**src/rtl/pt_walker_pkg.sv**
```systemverilog
package pt_walker_pkg;
  typedef enum logic [2:0] {
    ST_IDLE,
    ST_REQ1,
    ST_WAIT1,
    ST_REQ2,
    ST_WAIT2,
    ST_RESP
  } walk_state_t;

  localparam int PRESENT_BIT = 0;
  localparam int PERM_LSB    = 1;
endpackage

```
**src/rtl/pt_va_split.sv**
```systemverilog
module pt_va_split #(
  parameter int VA_W  = 32,
  parameter int IDX_W = 10,
  parameter int OFF_W = 12
) (
  input  logic [VA_W-1:0]  vaddr,
  output logic [IDX_W-1:0] idx1,
  output logic [IDX_W-1:0] idx2,
  output logic [OFF_W-1:0] offset
);
  always_comb begin
    idx1   = vaddr[OFF_W+IDX_W +: IDX_W];
    idx2   = vaddr[OFF_W +: IDX_W];
    offset = vaddr[OFF_W-1:0];
  end
endmodule

```
**src/rtl/pt_pte_decode.sv**
```systemverilog
module pt_pte_decode
  import pt_walker_pkg::*;
#(
  parameter int PTE_W  = 32,
  parameter int OFF_W  = 12,
  parameter int PERM_W = 4
) (
  input  logic [PTE_W-1:0]       pte,
  output logic                   present,
  output logic [PTE_W-OFF_W-1:0] ppn,
  output logic [PERM_W-1:0]      perm
);
  always_comb begin
    present = pte[PRESENT_BIT];
    ppn     = pte[PTE_W-1:OFF_W];
    perm    = pte[PERM_LSB +: PERM_W];
  end
endmodule

```
**src/rtl/pt_walk_fsm.sv**
```systemverilog
module pt_walk_fsm
  import pt_walker_pkg::*;
#(
  parameter int PA_W   = 32,
  parameter int IDX_W  = 10,
  parameter int OFF_W  = 12,
  parameter int PERM_W = 4
) (
  input  logic              clk,
  input  logic              rst_n,
  input  logic              req_valid,
  output logic              req_ready,
  input  logic [IDX_W-1:0]  idx1,
  input  logic [IDX_W-1:0]  idx2,
  input  logic [PA_W-1:0]   root_base,
  output logic              busy,
  output logic              mem_req_valid,
  input  logic              mem_req_ready,
  output logic [PA_W-1:0]   mem_req_addr,
  input  logic              mem_rsp_valid,
  input  logic              pte_present,
  input  logic [PA_W-OFF_W-1:0] pte_ppn,
  input  logic [PERM_W-1:0] pte_perm,
  output logic              done,
  output logic              fault,
  output logic              fault_level,
  output logic [PA_W-OFF_W-1:0] resp_ppn,
  output logic [PERM_W-1:0] resp_perm
);
  localparam int ENT_SH = $clog2(PA_W / 8);
  localparam int PAD_W  = PA_W - IDX_W - ENT_SH;

  walk_state_t state_q;
  logic [IDX_W-1:0] idx2_q;
  logic [PA_W-1:0]  addr_q;
  logic [PA_W-1:0]  l1_addr, l2_addr;
  logic             accept;

  always_comb begin
    l1_addr = root_base + {{PAD_W{1'b0}}, idx1, {ENT_SH{1'b0}}};
    l2_addr = {pte_ppn, {OFF_W{1'b0}}} + {{PAD_W{1'b0}}, idx2_q, {ENT_SH{1'b0}}};
    busy          = (state_q != ST_IDLE);
    req_ready     = !busy;
    accept        = req_valid && req_ready;
    mem_req_valid = (state_q == ST_REQ1) || (state_q == ST_REQ2);
    mem_req_addr  = addr_q;
    done          = (state_q == ST_RESP);
  end

  always_ff @(posedge clk) begin
    if (!rst_n) begin
      state_q     <= ST_IDLE;
      idx2_q      <= '0;
      addr_q      <= '0;
      fault       <= 1'b0;
      fault_level <= 1'b0;
      resp_ppn    <= '0;
      resp_perm   <= '0;
    end else begin
      case (state_q)
        ST_IDLE: if (accept) begin
          idx2_q  <= idx2;
          addr_q  <= l1_addr;
          fault   <= 1'b0;
          state_q <= ST_REQ1;
        end
        ST_REQ1: if (mem_req_ready) state_q <= ST_WAIT1;
        ST_WAIT1: if (mem_rsp_valid) begin
          if (pte_present) begin
            addr_q  <= l2_addr;
            state_q <= ST_REQ2;
          end else begin
            fault       <= 1'b1;
            fault_level <= 1'b0;
            state_q     <= ST_RESP;
          end
        end
        ST_REQ2: if (mem_req_ready) state_q <= ST_WAIT2;
        ST_WAIT2: if (mem_rsp_valid) begin
          fault       <= !pte_present;
          fault_level <= 1'b1;
          resp_ppn    <= pte_ppn;
          resp_perm   <= pte_perm;
          state_q     <= ST_RESP;
        end
        ST_RESP: state_q <= ST_IDLE;
        default: state_q <= ST_IDLE;
      endcase
    end
  end

  assert_req_hold_R3: assert property (@(posedge clk) disable iff (!rst_n)
    mem_req_valid && !mem_req_ready |=> mem_req_valid && $stable(mem_req_addr));

  assert_done_pulse_R8: assert property (@(posedge clk) disable iff (!rst_n)
    done |=> !done && !busy);

  assert_done_after_rsp_R8: assert property (@(posedge clk) disable iff (!rst_n)
    $rose(done) |-> $past(mem_rsp_valid));

  assert_no_read_after_fault_R4: assert property (@(posedge clk) disable iff (!rst_n)
    done && fault && !fault_level |=> !mem_req_valid);
endmodule

```
**src/rtl/pt_walker.sv**
```systemverilog
module pt_walker #(
  parameter int VA_W   = 32,
  parameter int IDX_W  = 10,
  parameter int OFF_W  = 12,
  parameter int PTE_W  = 32,
  parameter int PERM_W = 4
) (
  input  logic                   clk,
  input  logic                   rst_n,
  input  logic                   req_valid,
  output logic                   req_ready,
  input  logic [VA_W-1:0]        req_vaddr,
  input  logic [PTE_W-1:0]       root_base,
  output logic                   busy,
  output logic                   mem_req_valid,
  input  logic                   mem_req_ready,
  output logic [PTE_W-1:0]       mem_req_addr,
  input  logic                   mem_rsp_valid,
  input  logic [PTE_W-1:0]       mem_rsp_data,
  output logic                   done,
  output logic                   fault,
  output logic                   fault_level,
  output logic [PTE_W-OFF_W-1:0] resp_ppn,
  output logic [PERM_W-1:0]      resp_perm
);
  localparam int PPN_W = PTE_W - OFF_W;

  logic [IDX_W-1:0]  idx1, idx2;
  logic [OFF_W-1:0]  offset_unused;
  logic              pte_present;
  logic [PPN_W-1:0]  pte_ppn;
  logic [PERM_W-1:0] pte_perm;

  pt_va_split #(.VA_W(VA_W), .IDX_W(IDX_W), .OFF_W(OFF_W)) u_split (
    .vaddr(req_vaddr), .idx1(idx1), .idx2(idx2), .offset(offset_unused)
  );

  pt_pte_decode #(.PTE_W(PTE_W), .OFF_W(OFF_W), .PERM_W(PERM_W)) u_dec (
    .pte(mem_rsp_data), .present(pte_present), .ppn(pte_ppn), .perm(pte_perm)
  );

  pt_walk_fsm #(.PA_W(PTE_W), .IDX_W(IDX_W), .OFF_W(OFF_W), .PERM_W(PERM_W)) u_fsm (
    .clk(clk), .rst_n(rst_n),
    .req_valid(req_valid), .req_ready(req_ready),
    .idx1(idx1), .idx2(idx2), .root_base(root_base),
    .busy(busy),
    .mem_req_valid(mem_req_valid), .mem_req_ready(mem_req_ready),
    .mem_req_addr(mem_req_addr),
    .mem_rsp_valid(mem_rsp_valid),
    .pte_present(pte_present), .pte_ppn(pte_ppn), .pte_perm(pte_perm),
    .done(done), .fault(fault), .fault_level(fault_level),
    .resp_ppn(resp_ppn), .resp_perm(resp_perm)
  );

  assert_ready_busy_R7: assert property (@(posedge clk) disable iff (!rst_n)
    busy |-> !req_ready);

  assert_fault_ends_walk_R5: assert property (@(posedge clk) disable iff (!rst_n)
    $rose(fault) |-> done);
endmodule

```
**config.mk**
```make
export PLATFORM = sky130hd
export DESIGN_NAME = pt_walker
export DESIGN_NICKNAME = d
export VERILOG_FILES = /design/src/rtl/pt_walker_pkg.sv /design/src/rtl/pt_va_split.sv /design/src/rtl/pt_pte_decode.sv /design/src/rtl/pt_walk_fsm.sv /design/src/rtl/pt_walker.sv
export SDC_FILE = /design/constraint.sdc
export NUM_CORES = 1
export LEC_CHECK = 0
export BUFFER_PORTS_ARGS = -buffer_cell sky130_fd_sc_hd__buf_4
export CAP_MARGIN = 5
export CORE_MARGIN = 2
export CORE_UTILIZATION = 40
export DETAILED_ROUTE_END_ITERATION = 7
export PLACE_DENSITY = 0.68
export REMOVE_ABC_BUFFERS = 1
export SLEW_MARGIN = 10
export SYNTH_ARGS = -nofsm -noshare
export SYNTH_HDL_FRONTEND = slang
export SYNTH_HIERARCHICAL = 1
export SYNTH_SLANG_ARGS = --single-unit
```
**constraint.sdc**
```tcl
create_clock -name clk -period 2.9 [get_ports clk]
set_clock_uncertainty 0.05 [all_clocks]
set_input_delay 0.29 -clock clk [delete_from_list [all_inputs] [get_ports clk]]
set_output_delay 0.29 -clock clk [all_outputs]
set_load 0.01 [all_outputs]
```
==> flow_metrics.env <==
export IMPL_status="finished clean"
export IMPL_power_uw=2488
export IMPL_required_ns=3.07
export IMPL_portBuffers=143
export IMPL_slew_violations=0
export IMPL_postCtsResizedCells=0
export IMPL_dr_pass1_iters=7
export IMPL_leakage_uw=0.002250
export IMPL_layout_common_cells="buf_4, nand2_1, dfxtp_1"
export IMPL_fmax_mhz=414.9
export IMPL_initial_core_util=0.4055
export IMPL_setup_violations=0
export IMPL_mostFrequentLayoutCell="buf_4"
export IMPL_synth_area_um2=4130
export IMPL_drive_above_1_share=0.2901
export IMPL_cts_buffers=9
export IMPL_area_delta_synth_final_pct=25.39
export IMPL_io_pins=163
export IMPL_core_um2=10180
export IMPL_fill_cells=1020
export IMPL_clkSinkCount=71
export IMPL_die_h_um=105.6
export IMPL_clkLatencyLatePin_ns=0.34
export IMPL_layout_min_cycle_time_ns=2.410
export IMPL_first_global_vias=3719
export IMPL_route_detailed_drc=0
export IMPL_finalWirelength_mm=11.00
export IMPL_crit_path_max_fanout=8
export IMPL_rows=37
export IMPL_vias_per_cell=5.113
export IMPL_die_area_um2=11150
export IMPL_ctsHoldBuffers=0
export IMPL_nNetsFinal=725
export IMPL_cts_tree="yes"
export IMPL_grt_setup_unrepaired="no"
export IMPL_syn_instance_count=524
export IMPL_grt_overflow=0
export IMPL_ant_nets=0
export IMPL_cts_root_buf="clkbuf_8"
export IMPL_yosys_warnings=6
export IMPL_cts_buffer_depth=2
export IMPL_start_kind="input pin"
export IMPL_antenna_cells=0
export IMPL_antenna_found_initial=0
export IMPL_grt_use_total=0.1986
export IMPL_hpwl_mm=8.100
export IMPL_dieWidth_um=105.6
export IMPL_ir_drop_mv=0.1804
export IMPL_tns_ns=0
export IMPL_end_kind="register"
export IMPL_hold_viol=0
export IMPL_arrival_ns=2.58
export IMPL_grt_pass1_wl_mm=17.88
export IMPL_gp_congestion=0.8001
export IMPL_cap_viol_max_count=0
export IMPL_htreeDepth=3
export IMPL_tightest_slew_ns=0.6949
export IMPL_vias=3850
export IMPL_maxSlewHeadroom=0.5356
export IMPL_wl_per_cell_um=14.61
export IMPL_detail_route_iter0_violations=209
export IMPL_p_per_area_nw_per_um2=480.5
export IMPL_postCtsSetupBuffers=0
export IMPL_hold_path_class="in2reg"
export IMPL_worstSetupPathType="in2reg"
export IMPL_avgSynthCellArea_um2=7.882
export IMPL_grt_max_degree=39
export IMPL_clkTransAtPathRegs_ns=0.07
export IMPL_timing_final_crit_share=0.8311
-- routing by layer --
metal,up-vias,GRT usage,wire (µm)
met5,-,0,0
met4,0,0.07613,226
met3,13,0.03340,502
met2,109,0.3341,5395
met1,1785,0.2543,4874
li1,1943,-,-
-- power by group --
| group | internal, µW | switching (µW) | total, µW | leakage, µW |
|---|---|---|---|---|
| logic | 293 | 319 | 613 | 0.00158 |
| clock network | 416 | 370 | 786 | 0.0000944 |
| registers | 1040 | 45.6 | 1090 | 0.000580 |
-- sequential cells by signal, summed over array words and instances (netlist names) --
name and count:
u_fsm/mem_req_addr 32, u_fsm/idx2_q 10, u_fsm/state_q 3, u_fsm/resp_ppn 20, u_fsm/resp_perm 4, u_fsm/fault 1
u_fsm/fault_level 1
-- critical path, stage by stage --
cell and delay [ns]:
buf_4 0.11, ha_1 0.21, fa_1 0.44, a211oi_1 0.38
o21ai_2 0.14, o2111a_1 0.29, o2111a_2 0.35, nand3_1 0.12
xor2_1 0.16, o22ai_1 0.09
-- per-stage QoR --
step	std cells	utilization	hold WS [ns]	setup slack (ns)	cell area, µm²
4_1_cts	753	0.5085	0.1333	0.5177	5179
3_3_place_gp	738	0.4892	0.4008	0.2319	4982
6_report	753	0.5085	0.1489	0.4899	5179
5_1_grt	753	0.5085	0.1319	0.3616	5179
2_1_floorplan	449	-	0.3546	0.5458	3659
3_5_place_dp	738	0.4892	0.4073	0.1609	4982
-- final cells by class --
cell class	instances	area [µm²]	area share
multi-input cells	370	2212	0.4272
well taps	136	170.2	0.03286
inverters	8	30.03	0.005798
clock buffers	10	137.6	0.02658
flip-flops and latches	71	1421	0.2745
repair buffers	153	1149	0.2218
clock inverters	5	58.81	0.01136
-- path summary, 6_finish.rpt --
path	from	slack [ns]	cells past startpoint	to
setup / recovery	root_base[2]	0.49	10	u_fsm/mem_req_addr[20]$_SDFFE_PN0P_
hold / removal	mem_rsp_data[1]	0.15	3	u_fsm/resp_perm[0]$_SDFFE_PN0P_
setup reg to reg	u_fsm/state_q[1]$_SDFFE_PN0P_	0.76	6	u_fsm/mem_req_addr[29]$_SDFFE_PN0P_
hold reg to reg	u_fsm/idx2_q[4]$_SDFFE_PN0P_	0.41	2	u_fsm/idx2_q[4]$_SDFFE_PN0P_
Power figures use the tool's default switching activity.
